### src/rtl/i2c_id_target.sv
module i2c_id_target #(
  parameter logic [3:0]  BASE    = 4'b1000,
  parameter logic [11:0] ID_MFR  = 12'hA3C,
  parameter logic [8:0]  ID_PART = 9'h15B,
  parameter logic [2:0]  ID_REV  = 3'd5
) (
  input  logic       clk,
  input  logic       rst_n,
  input  logic       scl_in,
  input  logic       sda_in,
  input  logic [1:0] strap_a1,
  input  logic [1:0] strap_a0,
  output logic       sda_oe,
  output logic [7:0] reg_addr,
  output logic [7:0] reg_wdata,
  output logic       reg_we,
  input  logic [7:0] reg_rdata
);
  localparam logic [7:0]  QRY_W   = 8'hF8;
  localparam logic [7:0]  QRY_R   = 8'hF9;
  localparam logic [23:0] ID_WORD = {ID_MFR, ID_PART, ID_REV};

  typedef enum logic [2:0] {S_IDLE, S_RX, S_RACK, S_TX, S_TACK} state_t;
  typedef enum logic [2:0] {P_ADDR, P_IDSEL, P_PTR, P_DATA, P_HOLD, P_TXN, P_TXID} phase_t;

  logic [2:0] scl_p, sda_p;
  state_t     state;
  phase_t     phase, d_ph;
  logic [3:0] cnt;
  logic [7:0] sh, tx, ptr, nb;
  logic [1:0] idx;
  logic       armed, mack;
  logic       d_ack, d_set, d_clr, d_wr, d_ptr;
  logic [1:0] t1, t0;
  logic [2:0] lo;
  logic       addr_ok;
  logic [6:0] my_addr;

  wire sda_s    = sda_p[1];
  wire scl_rise = scl_p[1] & ~scl_p[2];
  wire scl_fall = ~scl_p[1] & scl_p[2];
  wire scl_hi   = scl_p[1] & scl_p[2];
  wire start    = scl_hi & sda_p[2] & ~sda_p[1];
  wire stop     = scl_hi & ~sda_p[2] & sda_p[1];
  wire id_done  = (phase == P_TXID) && (idx == 2'd3);

  assign reg_addr = ptr;

  assign t1 = (strap_a1 == 2'b00) ? 2'd0 : (strap_a1 == 2'b01) ? 2'd1 : 2'd2;
  assign t0 = (strap_a0 == 2'b00) ? 2'd0 : (strap_a0 == 2'b01) ? 2'd1 : 2'd2;
  assign my_addr = {BASE, lo};

  always_comb begin
    lo = 3'd0;
    addr_ok = 1'b1;
    case ({t1, t0})
      4'b0010: lo = 3'd0;
      4'b0001: lo = 3'd1;
      4'b1000: lo = 3'd2;
      4'b1010: lo = 3'd3;
      4'b1001: lo = 3'd4;
      4'b0100: lo = 3'd5;
      4'b0110: lo = 3'd6;
      4'b0101: lo = 3'd7;
      default: addr_ok = 1'b0;
    endcase
  end

  always_comb begin
    case (idx)
      2'd0:    nb = ID_WORD[23:16];
      2'd1:    nb = ID_WORD[15:8];
      default: nb = ID_WORD[7:0];
    endcase
    if (phase != P_TXID) nb = reg_rdata;
  end

  always_comb begin
    d_ack = 1'b0; d_ph = P_HOLD; d_set = 1'b0; d_clr = 1'b0; d_wr = 1'b0; d_ptr = 1'b0;
    case (phase)
      P_ADDR: begin
        d_clr = 1'b1;
        if (addr_ok && sh[7:1] == my_addr) begin
          d_ack = 1'b1;
          d_ph  = sh[0] ? P_TXN : P_PTR;
        end else if (addr_ok && sh == QRY_W) begin
          d_ack = 1'b1;
          d_ph  = P_IDSEL;
        end else if (armed && sh == QRY_R) begin
          d_ack = 1'b1;
          d_ph  = P_TXID;
          d_clr = 1'b0;
        end
      end
      P_IDSEL: begin
        if (addr_ok && sh[7:1] == my_addr) begin
          d_ack = 1'b1;
          d_set = 1'b1;
        end else begin
          d_clr = 1'b1;
        end
      end
      P_PTR: begin
        d_ack = 1'b1; d_ptr = 1'b1; d_ph = P_DATA;
      end
      P_DATA: begin
        d_ack = 1'b1; d_wr = 1'b1; d_ph = P_DATA;
      end
      default: ;
    endcase
  end

  always_ff @(posedge clk or negedge rst_n) begin
    if (!rst_n) begin
      scl_p <= 3'b111;
      sda_p <= 3'b111;
    end else begin
      scl_p <= {scl_p[1:0], scl_in};
      sda_p <= {sda_p[1:0], sda_in};
    end
  end

  always_ff @(posedge clk or negedge rst_n) begin
    if (!rst_n) begin
      state <= S_IDLE; phase <= P_ADDR; cnt <= '0; sh <= '0; tx <= '0;
      ptr <= '0; idx <= '0; armed <= 1'b0; mack <= 1'b0;
      sda_oe <= 1'b0; reg_we <= 1'b0; reg_wdata <= '0;
    end else begin
      reg_we <= 1'b0;
      if (reg_we) ptr <= ptr + 8'd1;
      if (start) begin
        state <= S_RX; phase <= P_ADDR; cnt <= '0; sda_oe <= 1'b0;
      end else if (stop) begin
        state <= S_IDLE; sda_oe <= 1'b0; armed <= 1'b0;
      end else begin
        case (state)
          S_RX: begin
            if (scl_rise && cnt < 4'd8) begin
              sh  <= {sh[6:0], sda_s};
              cnt <= cnt + 4'd1;
            end else if (scl_fall && cnt == 4'd8) begin
              if (d_set) armed <= 1'b1;
              if (d_clr) armed <= 1'b0;
              if (d_ptr) ptr <= sh;
              if (d_wr) begin
                reg_we    <= 1'b1;
                reg_wdata <= sh;
              end
              if (d_ph == P_TXID) idx <= 2'd0;
              phase <= d_ph;
              if (d_ack) begin
                sda_oe <= 1'b1;
                state  <= S_RACK;
              end else begin
                state <= S_IDLE;
              end
            end
          end
          S_RACK: begin
            if (scl_fall) begin
              sda_oe <= 1'b0;
              if (phase == P_TXN || phase == P_TXID) begin
                state  <= S_TX;
                sda_oe <= ~nb[7];
                tx     <= {nb[6:0], 1'b0};
                cnt    <= 4'd1;
                if (phase == P_TXID) idx <= idx + 2'd1;
                else ptr <= ptr + 8'd1;
              end else begin
                state <= S_RX;
                cnt   <= '0;
              end
            end
          end
          S_TX: begin
            if (scl_fall) begin
              if (cnt == 4'd8) begin
                sda_oe <= 1'b0;
                state  <= S_TACK;
              end else begin
                sda_oe <= ~tx[7];
                tx     <= {tx[6:0], 1'b0};
                cnt    <= cnt + 4'd1;
              end
            end
          end
          S_TACK: begin
            if (scl_rise) mack <= ~sda_s;
            else if (scl_fall) begin
              if (mack && !id_done) begin
                state  <= S_TX;
                sda_oe <= ~nb[7];
                tx     <= {nb[6:0], 1'b0};
                cnt    <= 4'd1;
                if (phase == P_TXID) idx <= idx + 2'd1;
                else ptr <= ptr + 8'd1;
              end else begin
                state <= S_IDLE;
                if (phase == P_TXID) armed <= 1'b0;
              end
            end
          end
          default: ;
        endcase
      end
    end
  end

  a_r3_strobe_single: assert property (@(posedge clk) disable iff (!rst_n)
    reg_we |=> !reg_we);
  a_r3_ptr_step: assert property (@(posedge clk) disable iff (!rst_n)
    reg_we |=> (reg_addr == $past(reg_addr) + 8'd1));
  a_r2_silent_unstrapped: assert property (@(posedge clk) disable iff (!rst_n)
    !addr_ok |-> (!sda_oe && !reg_we));
  a_r4_steady_while_high: assert property (@(posedge clk) disable iff (!rst_n)
    (scl_hi && !$past(start) && !$past(stop)) |-> $stable(sda_oe));
  a_r7_stop_cancels: assert property (@(posedge clk) disable iff (!rst_n)
    stop |=> !armed);
  a_r9_nack_ends_query: assert property (@(posedge clk) disable iff (!rst_n)
    (state == S_TACK && scl_fall && !mack && phase == P_TXID) |=> (!armed && !sda_oe && state == S_IDLE));
endmodule

### config.mk
export PLATFORM = sky130hd
export DESIGN_NAME = i2c_id_target
export DESIGN_NICKNAME = d
export VERILOG_FILES = /design/src/rtl/i2c_id_target.sv
export SDC_FILE = /design/constraint.sdc
export NUM_CORES = 1
export LEC_CHECK = 0
export ABC_CLOCK_PERIOD_IN_PS = 3030
export BUFFER_PORTS_ARGS = -buffer_cell sky130_fd_sc_hd__buf_4
export CAP_MARGIN = 20
export CORE_ASPECT_RATIO = 1.5
export CORE_MARGIN = 2
export CORE_UTILIZATION = 45
export CTS_CLUSTER_DIAMETER = 120
export DETAILED_ROUTE_END_ITERATION = 10
export PLACE_DENSITY = 0.6
export SLEW_MARGIN = 5
export SYNTH_ARGS = -nofsm -noshare
export SYNTH_HDL_FRONTEND = slang
export SYNTH_SLANG_ARGS = --single-unit
export TNS_END_PERCENT = 100
### constraint.sdc
create_clock -name clk -period 3.03 [get_ports clk]
set_input_delay 0.303 -clock clk [delete_from_list [all_inputs] [get_ports clk]]
set_output_delay 0.303 -clock clk [all_outputs]
set_load 0.02 [all_outputs]
==> run metrics <==
number of synthesis warnings=0; r2r setup slk=0.54 ns; VDD IR max=0.275 mV; Detailed Route WL=7840 µm; GP Congestion=0.885; antenna-violating nets left=0; gate count of the mapped netlist=344; Crit path max-delay family=simple AND/OR/NAND/NOR gates; max-slew violations=0; crit end category=flop; Slew HR=0.353; routed len/inst=16.5 µm; async set-reset flop share out of synthesis=1.00; TritonCTS clock tree=done; worst path bufs/invs=0; crit start category=flop; Mapped Nets=368; worst-path fanout max=14; outcome=complete, no violations; Vias=2767; syn_area_per_cell=9.61 µm²; largest net degree at the start of global routing=54; clk sink count=53; I/O Buffers=33; DR DRC count=0; Tot GR Track Use=0.205; crit path cell chain=nor3b_2 > nand3_1 > nor2_1 > and3_1 > mux2_2; Worst-path clk slew=0.10 ns; PostCTS Resize Cnt=0; final net count=397; Antenna diodes=0; minimum clock period=2.49 ns; synth top area cells=dfrtp_1 36%, mux2_2 6.1%, dfstp_2 4.8%; Synth Cell Area=3310 µm²; Worst-Skew Late Latency=0.31 ns; commonest register cell after synthesis=dfrtp_1; Initial DRC Count=187; Worst R2R Start=state[0]$_DFFE_PN0P_; largest area contributor in the netlist=dfrtp_1; global-route wire length before repair=12700 µm; Worst path slowest cell=dfrtp_1; io pins=34; DIE WIDTH=74.0 µm; initial core utilization=0.460; vias in the first global route=2650; RSZ-0062 raised after global routing=false; gr ovfl total=0; Hold/Removal Path Class=in -> async; Yosys top cell area share=0.356; Setup violations, final=0; row count=38; worst path required time=3.23 ns; Seq/Total Area, Yosys=0.403; final hold vios=0; Setup Buffers After CTS=0; First-pass DRT Iterations=4; critical path's largest stage delay=0.67 ns; H-tree Lvls=2; DP HPWL=5790 µm; Crit Path Class=reg -> reg; Die ar.=8060 µm²; Post-Layout Cell Count=474; P_leak=1.60 nW; Placed Cells=466; Arrival @ worst endpoint=2.69 ns; Slew @ Worst Pin=0.963 ns; max_cap viols=0; hold buffer count at cts=0; CTS buffer count=5; root buffer cell=clkbuf_8; library cells used by synthesis=70; Die H=109 µm; power density over cell area=541 nW/µm²; ratio of cells with drive above 1 in the final layout=0.238; Area Overhead vs Synth=12.7%; FMAX=0.401 GHz; RR Endpoint=reg_wdata[3]$_DFFE_PN0P_; crit share post-route=0.823; initial antenna violation count=0; R2R depth=5; Sum Neg Setup Slack=0 ns; Clock Path Buffers=2; CORE AREA=7180 µm²; Synth Register Bits=53; Via-to-Cell Ratio=5.84; Post-synth EDFFs=0; Worst Skew=0.0103 ns
-- worst register-to-register path: stages, from the launching register on --
cell,delay [ns]
dfrtp_1,0.67
nor3b_2,0.43
nand3_1,0.22
nor2_1,0.22
and3_1,0.45
mux2_2,0.39
-- state kept, by name, summed over array words and instances (netlist names), 2 cells and up --
register   flops
cnt            4
idx            2
phase          3
reg_addr       8
reg_wdata      8
scl_p          3
sda_p          3
sh             8
state          3
tx             7
-- cells in the final DEF, fill, tap and decap left out, types with 6 or more instances in the layout --
cell type  instances
a21o_1             7
a21oi_1           27
buf_4             37
dfrtp_1           47
dfstp_2            6
ha_1               8
inv_1             16
mux2_2            18
nand2_1           28
nand2b_1           7
nand3_1           11
nor2_1            18
nor3_1            12
o21ai_0           24
-- cell usage after synthesis, types with 2 or more instances --
master    number
a32oi_1        2
buf_4          5
or4b_1         2
a211oi_1       3
ha_1           8
a21oi_2        4
or2_1          2
nor4bb_1       2
inv_1         16
nor2b_1        5
buf_2          7
nand3b_1       2
nand3_1       11
nand2_1       28
o311ai_0       2
a21oi_1       27
or4_1          2
dfstp_2        6
nor3b_1        4
clkbuf_1       2
a311oi_1       4
a22o_1         2
nor3b_2        4
nand4_1        3
and3_1         4
or3b_1         2
a31oi_1        3
dfrtp_1       47
nor4_2         2
a21o_1         7
nor3_1        12
a221o_1        3
o21a_1         2
o21ai_0       24
nor4_1         2
and3b_1        2
o31ai_1        2
xor2_1         4
o211ai_1       4
nand2b_1       7
mux2_2        18
nor2_1        18
-- power by group --
group	switching, mW	internal, mW
sequential	0.172	0.818
clock	0.233	0.246
combinational	0.306	0.241
total	0.711	1.30
-- worst max path at each step --
stage,startpoint,end,slack (ns),cells past startpoint
6_report,state[0]$_DFFE_PN0P_,reg_wdata[3]$_DFFE_PN0P_,0.54,5
3_5_place_dp,state[0]$_DFFE_PN0P_,reg_wdata[5]$_DFFE_PN0P_,0.60,5
4_1_cts,state[0]$_DFFE_PN0P_,reg_wdata[0]$_DFFE_PN0P_,0.59,5
3_3_place_gp,state[0]$_DFFE_PN0P_,reg_wdata[3]$_DFFE_PN0P_,0.58,5
2_1_floorplan,cnt[0]$_DFFE_PN0P_,reg_wdata[0]$_DFFE_PN0P_,1.13,8
5_1_grt,state[0]$_DFFE_PN0P_,reg_wdata[0]$_DFFE_PN0P_,0.42,5
-- per-layer routing --
layer / vias to the layer above / part of all wire / routed length, µm / track usage
met5: - / 0 / 0 / 0
met4: 0 / 0.030 / 233 / 0.0974
met3: 21 / 0.041 / 321 / 0.0333
met2: 72 / 0.51 / 4030 / 0.350
met1: 1344 / 0.42 / 3260 / 0.246
li1: 1330 / - / - / -
-- logic make-up after synthesis --
logic type | after synthesis | share of synthesized area
simple gates | 123 | 0.222
compound gates | 105 | 0.221
buf+inv | 31 | 0.0458
flops | 53 | 0.403
mux | 19 | 0.0643
fa+ha+maj | 8 | 0.0303
xor+xnor | 5 | 0.0132
-- through the flow --
stage          power, mW  hold WS (ns)  area [µm²]  setup slack (ns)   util
2_1_floorplan       1.40       0.00741        3310              1.13      -
3_3_place_gp        1.54         0.346        3620             0.575  0.504
3_5_place_dp        1.55         0.348        3620             0.595  0.504
4_1_cts             2.03        0.0560        3720             0.588  0.519
5_1_grt             2.13        0.0795        3720             0.421  0.519
6_report            2.02        0.0337        3720             0.538  0.519
-- layout make-up --
class	instances	area (µm²)
fillers	705	3450
multi-input cells	260	1820
flip-flops and latches	53	1330
repair buffers	37	278
well taps	100	125
clock buffers	6	72.6
inverters	16	60.1
clock inverters	2	35.0
Note: power is estimated with default switching activity, not from simulation.
